### config.mk
export PLATFORM = sky130hd
export DESIGN_NAME = ea_gen
export DESIGN_NICKNAME = d
export VERILOG_FILES = /design/src/rtl/ea_gen_pkg.sv /design/src/rtl/ea_offset.sv /design/src/rtl/ea_base_add.sv /design/src/rtl/ea_upd_check.sv /design/src/rtl/ea_gen.sv
export SDC_FILE = /design/constraint.sdc
export NUM_CORES = 1
export LEC_CHECK = 0
export ABC_CLOCK_PERIOD_IN_PS = 7700
export BUFFER_PORTS_ARGS = -buffer_cell sky130_fd_sc_hd__buf_2
export CORE_UTILIZATION = 55
export CTS_CLUSTER_DIAMETER = 80
export DETAILED_ROUTE_END_ITERATION = 10
export PLACE_DENSITY_LB_ADDON = 0.1
export SETUP_SLACK_MARGIN = 0.5
export SLEW_MARGIN = 20
export SYNTH_ARGS = -nofsm -noshare
export SYNTH_HDL_FRONTEND = slang
export SYNTH_SLANG_ARGS = --single-unit
### constraint.sdc
create_clock -name clk -period 7.7 [get_ports clk]
set_input_delay 1.54 -clock clk [delete_from_list [all_inputs] [get_ports clk]]
set_output_delay 1.54 -clock clk [all_outputs]
set_load 0.1 [all_outputs]
### src/rtl/ea_gen_pkg.sv
// Package: shared form codes for the effective address generator.
// Assumes a 2-bit form selector; code values are part of the interface.
package ea_gen_pkg;

    typedef enum logic [1:0] {
        FORM_D  = 2'd0,
        FORM_DS = 2'd1,
        FORM_DQ = 2'd2,
        FORM_X  = 2'd3
    } ea_form_e;

    // Number of immediate-based forms (D, DS, DQ) built by the offset unit.
    localparam int NUM_IMM_FORMS = 3;

    // Low zero bits appended for each immediate-based form.
    function automatic int imm_shift(input int idx);
        case (idx)
            0:       return 0;
            1:       return 2;
            default: return 4;
        endcase
    endfunction

endpackage

### src/rtl/ea_offset.sv
// Module: ea_offset
// Forms the addend from the raw immediate or the index register value.
// Assumes the scaled fields sit at the top of the immediate and their
// low bits are not part of the offset.
module ea_offset
    import ea_gen_pkg::*;
#(
    parameter int XLEN  = 64,
    parameter int IMM_W = 16
) (
    input  logic [1:0]      form,
    input  logic [IMM_W-1:0] imm,
    input  logic [XLEN-1:0] rb_val,
    output logic [XLEN-1:0] offset
);
    localparam int EXT_W = XLEN - IMM_W;

    logic [XLEN-1:0] cand [NUM_IMM_FORMS];

    // One sign-extended candidate per immediate form, each with its own scale.
    for (genvar g = 0; g < NUM_IMM_FORMS; g++) begin : g_imm
        localparam int SH = imm_shift(g);
        logic [IMM_W-1:0] scaled;
        if (SH == 0) begin : g_noscale
            assign scaled = imm;
        end else begin : g_scale
            assign scaled = {imm[IMM_W-1:SH], {SH{1'b0}}};
        end
        assign cand[g] = {{EXT_W{scaled[IMM_W-1]}}, scaled};
    end

    // Choose the addend selected by the form code.
    always_comb begin
        case (ea_form_e'(form))
            FORM_D:  offset = cand[0];
            FORM_DS: offset = cand[1];
            FORM_DQ: offset = cand[2];
            default: offset = rb_val;
        endcase
    end

endmodule

### src/rtl/ea_base_add.sv
// Module: ea_base_add
// Picks the base term and adds the offset, wrapping modulo 2^XLEN.
// Assumes register number 0 reads as literal zero only in non-update forms.
module ea_base_add #(
    parameter int XLEN  = 64,
    parameter int REG_W = 5
) (
    input  logic             upd,
    input  logic [REG_W-1:0] ra_num,
    input  logic [XLEN-1:0]  ra_val,
    input  logic [XLEN-1:0]  offset,
    output logic [XLEN-1:0]  sum
);
    logic [XLEN-1:0] base;

    // Base selection: update forms always use the register contents.
    always_comb begin
        if (!upd && (ra_num == '0)) base = '0;
        else                        base = ra_val;
    end

    // Address sum; the carry out of the top bit is dropped.
    always_comb sum = base + offset;

endmodule

### src/rtl/ea_upd_check.sv
// Module: ea_upd_check
// Decides base writeback and flags forbidden update encodings.
// Assumes loads may not target the base register, stores may.
module ea_upd_check #(
    parameter int REG_W = 5
) (
    input  logic             upd,
    input  logic             is_store,
    input  logic [REG_W-1:0] ra_num,
    input  logic [REG_W-1:0] rt_num,
    output logic             wb_ok,
    output logic             bad
);
    logic ra_zero;
    logic ra_eq_rt;

    // Operand comparisons shared by both rules.
    always_comb begin
        ra_zero  = (ra_num == '0);
        ra_eq_rt = (ra_num == rt_num);
    end

    // Validity rule per direction, then writeback only for valid updates.
    always_comb begin
        if (!upd)          bad = 1'b0;
        else if (is_store) bad = ra_zero;
        else               bad = ra_zero || ra_eq_rt;
        wb_ok = upd && !bad;
    end

endmodule

### src/rtl/ea_gen.sv
// Module: ea_gen (top)
// Effective address generator for fixed-point loads and stores with a
// single registered output stage. Assumes one request per cycle at most;
// the address is held between requests.
module ea_gen #(
    parameter int XLEN  = 64,
    parameter int REG_W = 5,
    parameter int IMM_W = 16
) (
    input  logic             clk,
    input  logic             rst_n,
    input  logic             req_valid,
    input  logic [1:0]       form,
    input  logic             upd,
    input  logic             is_store,
    input  logic [REG_W-1:0] ra_num,
    input  logic [REG_W-1:0] rt_num,
    input  logic [XLEN-1:0]  ra_val,
    input  logic [XLEN-1:0]  rb_val,
    input  logic [IMM_W-1:0] imm,
    output logic             out_valid,
    output logic [XLEN-1:0]  ea,
    output logic             wb_en,
    output logic [REG_W-1:0] wb_reg,
    output logic [XLEN-1:0]  wb_data,
    output logic             bad_form
);
    logic [XLEN-1:0] offset;
    logic [XLEN-1:0] sum;
    logic            wb_ok;
    logic            bad;

    ea_offset #(.XLEN(XLEN), .IMM_W(IMM_W)) u_off (
        .form   (form),
        .imm    (imm),
        .rb_val (rb_val),
        .offset (offset)
    );

    ea_base_add #(.XLEN(XLEN), .REG_W(REG_W)) u_add (
        .upd    (upd),
        .ra_num (ra_num),
        .ra_val (ra_val),
        .offset (offset),
        .sum    (sum)
    );

    ea_upd_check #(.REG_W(REG_W)) u_chk (
        .upd      (upd),
        .is_store (is_store),
        .ra_num   (ra_num),
        .rt_num   (rt_num),
        .wb_ok    (wb_ok),
        .bad      (bad)
    );

    // Output stage: strobes follow the request, address and target are held.
    always_ff @(posedge clk) begin
        if (!rst_n) begin
            out_valid <= 1'b0;
            ea        <= '0;
            wb_en     <= 1'b0;
            wb_reg    <= '0;
            bad_form  <= 1'b0;
        end else begin
            out_valid <= req_valid;
            wb_en     <= req_valid && wb_ok;
            bad_form  <= req_valid && bad;
            if (req_valid) begin
                ea     <= sum;
                wb_reg <= ra_num;
            end
        end
    end

    // Writeback data is the presented address.
    assign wb_data = ea;

endmodule

==> out/metrics.cfg <==
[status]
status=finished clean

[place]
placed_cell_area_sq_um=8960
dp_hpwl_mm=18.0
numPlacedInstances=1399
gp_routability_congestion=0.927
portBuffers=296

[detailed_routing]
routed_wl_mm=23.7
num_vias=8237
route.detailed.drc=0
post_drt_wl_per_cell_um=16.7
routed_via_density=5.82
dr.first_iter.drc_count=549
final_antenna_net_count=0
drtPass1Iterations=6

[sta]
max-slew-margin-rel_pct=33.7
fmax_mhz=165
finalCriticalPeriod_ns=6.06
fin_tns_setup_ns=0
skew_ns=0
hold_viol=0
fin_crit_sh_pct=78.7
drv_slew=0
setup-violations-final=0
rsz0062_at_grt=no
tightest_slew_ns=0.994

[logic_synthesis]
synth-async-reset-ratio_pct=0
synth_ff_type=dfxtp_1
ys_seq_elements=72
synth_cell_types=77
syn-num-nets=1270
synth_cells=1045
postSynthAreaPerCell_sq_um=7.60
synth_top_family_by_area=compound AO/OA/AOI/OAI gates
synth_compound_area_share_pct=28.0
synth-seq-area-share_pct=18.1
muxShareOfSynthArea_pct=6.47
syn_area_sq_um=7950
yosys.area_share.simple_pct=21.1
synth_warnings=0
synth_xor_area_share_pct=6.06
synthAdderAreaFrac_pct=10.2
synth_edf_count=0

[worst_hold_path]
hold_path.class=reg2reg
whs_path_depth=2
min_from=ea[28]$_SDFFE_PN0P_
holdPathEnd=ea[28]$_SDFFE_PN0P_

[setup_path]
worst_r2r_startpoint=ea[59]$_SDFFE_PN0P_
required_ns=7.91
path_cells=buf_2 -> or4_1 -> or3_2 -> and2_1 -> ha_1 -> fa_1 -> a211oi_1 -> o21ai_1 -> o211a_1 -> o21ai_1 -> o21bai_2 -> o2bb2ai_4 -> a311oi_2 -> o31a_2 -> mux2i_1 -> o22ai_1
critPathMaxFanout=64
slowest_delay_ns=0.83
critical_path.startpoint=ra_num[4]
critPathArrivalTime_ns=6.27
criticalPathCategory=in2reg
cpLargestDelayFamily=compound AO/OA/AOI/OAI gates
rrSetupSlack_ns=6.71
critPathCaptureType=flop
crit_buf_inv=1
rr_endpoint=ea[59]$_SDFFE_PN0P_
cp_slowest_cell=or3_2
cp-start-kind=primary input
worst_path_most_repeated_cell=o21ai_1
reg2reg_depth=3

[global_route]
grt_overflow=0
grt_pass1_wl_mm=36.8
antenna_found_initial=1
grt_start_max_net_pins=65
grt_pass1_vias=7341
grt_util_all_layers_pct=31.4

[clock_network]
cts_setup_buffers=0
cts.sinks=72
path_clk_slew_ns=0.07
cts_root_buf=clkbuf_16
ctsResizeCount=0
hold_buffers=0
clock_path_buffers=2
htree_levels=3
clock_latency_ns=0.36
numCtsBuffers=9
cts_tree=done

[power_and_ir_drop]
p_per_area_nw_per_um2=251
ir_drop_mv=0.186
p_leak_uw=0.00488

[layout]
fillerInstances=1302
layout-drive-gt1-share_pct=28.6
largest_reg_flops=64
final_core_util_pct=66.4
final_cell_count_no_fill=1416
final_cell_area_sq_um=9300
nNetsFinal=1455
synthToLayoutAreaGrowth_pct=17.0

[flow_run]
max-cap-violations=0

[floorplan]
io-pin-count=297
fp.dieW_um=122
core.rowCount=43
dieArea_sq_um=14900
coreArea_sq_um=14000
start_util_pct=56.8
die_h_um=122

layout make-up:
cell class	count	area, sq um	area share, %
inverter	21	78.8	0.848
clock inverter	7	103	1.10
timing repair buffer	299	1500	16.2
tap	180	225	2.42
antenna	1	2.50	0.0269
multi-input combinational	827	5720	61.5
sequential	72	1440	15.5
clock buffer	9	225	2.42
cell usage after synthesis, drive strengths merged, types with 7 or more instances:
cell type | instances | share of area [%]
inv | 21 | 0.99
mux2 | 11 | 1.6
ha | 63 | 9.9
buf | 74 | 6.6
a21oi | 76 | 4.8
a21o | 92 | 8.7
mux2i | 39 | 4.9
nand2 | 84 | 4.0
o21a | 12 | 1.1
xnor2 | 34 | 3.7
and2 | 69 | 5.4
nand3 | 26 | 1.6
and3 | 8 | 0.69
a31oi | 9 | 0.79
nand4 | 22 | 1.7
nor3 | 14 | 0.88
o21bai | 16 | 1.7
clkbuf | 51 | 2.4
o21ai | 53 | 3.5
o211ai | 7 | 0.66
xor2 | 21 | 2.3
a211oi | 7 | 0.66
or3 | 10 | 0.85
nor2 | 84 | 4.0
dfxtp | 72 | 18
power breakdown:
part,internal [uW],switching [uW]
Clock,288,193
Sequential,421,39.3
Combinational,332,1060
Total,1040,1300
worst register-to-register path, cell delays in order, from the launching register on:
cell and delay [ns]:
dfxtp_1 0.36, nand2_1 0.08, o311ai_0 0.11, or3_1 0.33
placed cells by master, fill, tap and decap left out, types with 4 or more instances in the layout:
cell / instances
and2_1: 68
xnor2_1: 34
o21ai_1: 8
a221o_1: 4
a31oi_1: 8
a21o_1: 92
o211ai_1: 7
o21a_1: 11
a21oi_1: 75
nand2b_1: 5
buf_2: 296
ha_1: 63
nor2b_1: 4
or3_1: 8
nand4_1: 22
o31ai_1: 4
o21ai_0: 42
o21bai_1: 14
and3_1: 7
nand2_1: 83
dfxtp_1: 72
mux2i_1: 39
nor2_1: 84
nand3_1: 26
a211oi_1: 7
xor2_1: 21
clkbuf_16: 9
inv_1: 20
nor3_1: 14
mux2_2: 11
kinds of logic after synthesis:
group                      Yosys count
AOI/OAI and AO/OA                  320
xor gates and xnor gates            55
adders and majority gates           64
buffers and inverters              146
DFF                                 72
muxes                               50
and+or+nand+nor                    338
stage by stage:
step | worst slack (ns) | hold slack (ns) | total power (uW)
4_1_cts | 1.64 | 0.458 | 2330
6_report | 1.64 | 0.452 | 2340
5_1_grt | 1.31 | 0.466 | 2440
3_5_place_dp | 1.30 | 0.449 | 1850
2_1_floorplan | 2.26 | 0.879 | 1660
3_3_place_gp | 1.41 | 0.445 | 1850
how the worst max path moves through the flow:
stage,to,slack (ns),cells after the start
after floorplan,ea[62]$_SDFFE_PN0P_,2.26,17
after global routing,ea[62]$_SDFFE_PN0P_,1.31,16
after CTS,ea[62]$_SDFFE_PN0P_,1.64,16
after global placement,ea[62]$_SDFFE_PN0P_,1.41,16
final,ea[62]$_SDFFE_PN0P_,1.64,16
after detailed placement,ea[62]$_SDFFE_PN0P_,1.30,16
routing by layer:
layer	global-route usage [%]	wire (um)
met1	41.5	10900
met3	4.78	1350
met2	53.3	11000
met5	0	0
met4	7.24	390
Note: power is estimated with default switching activity, not from simulation.
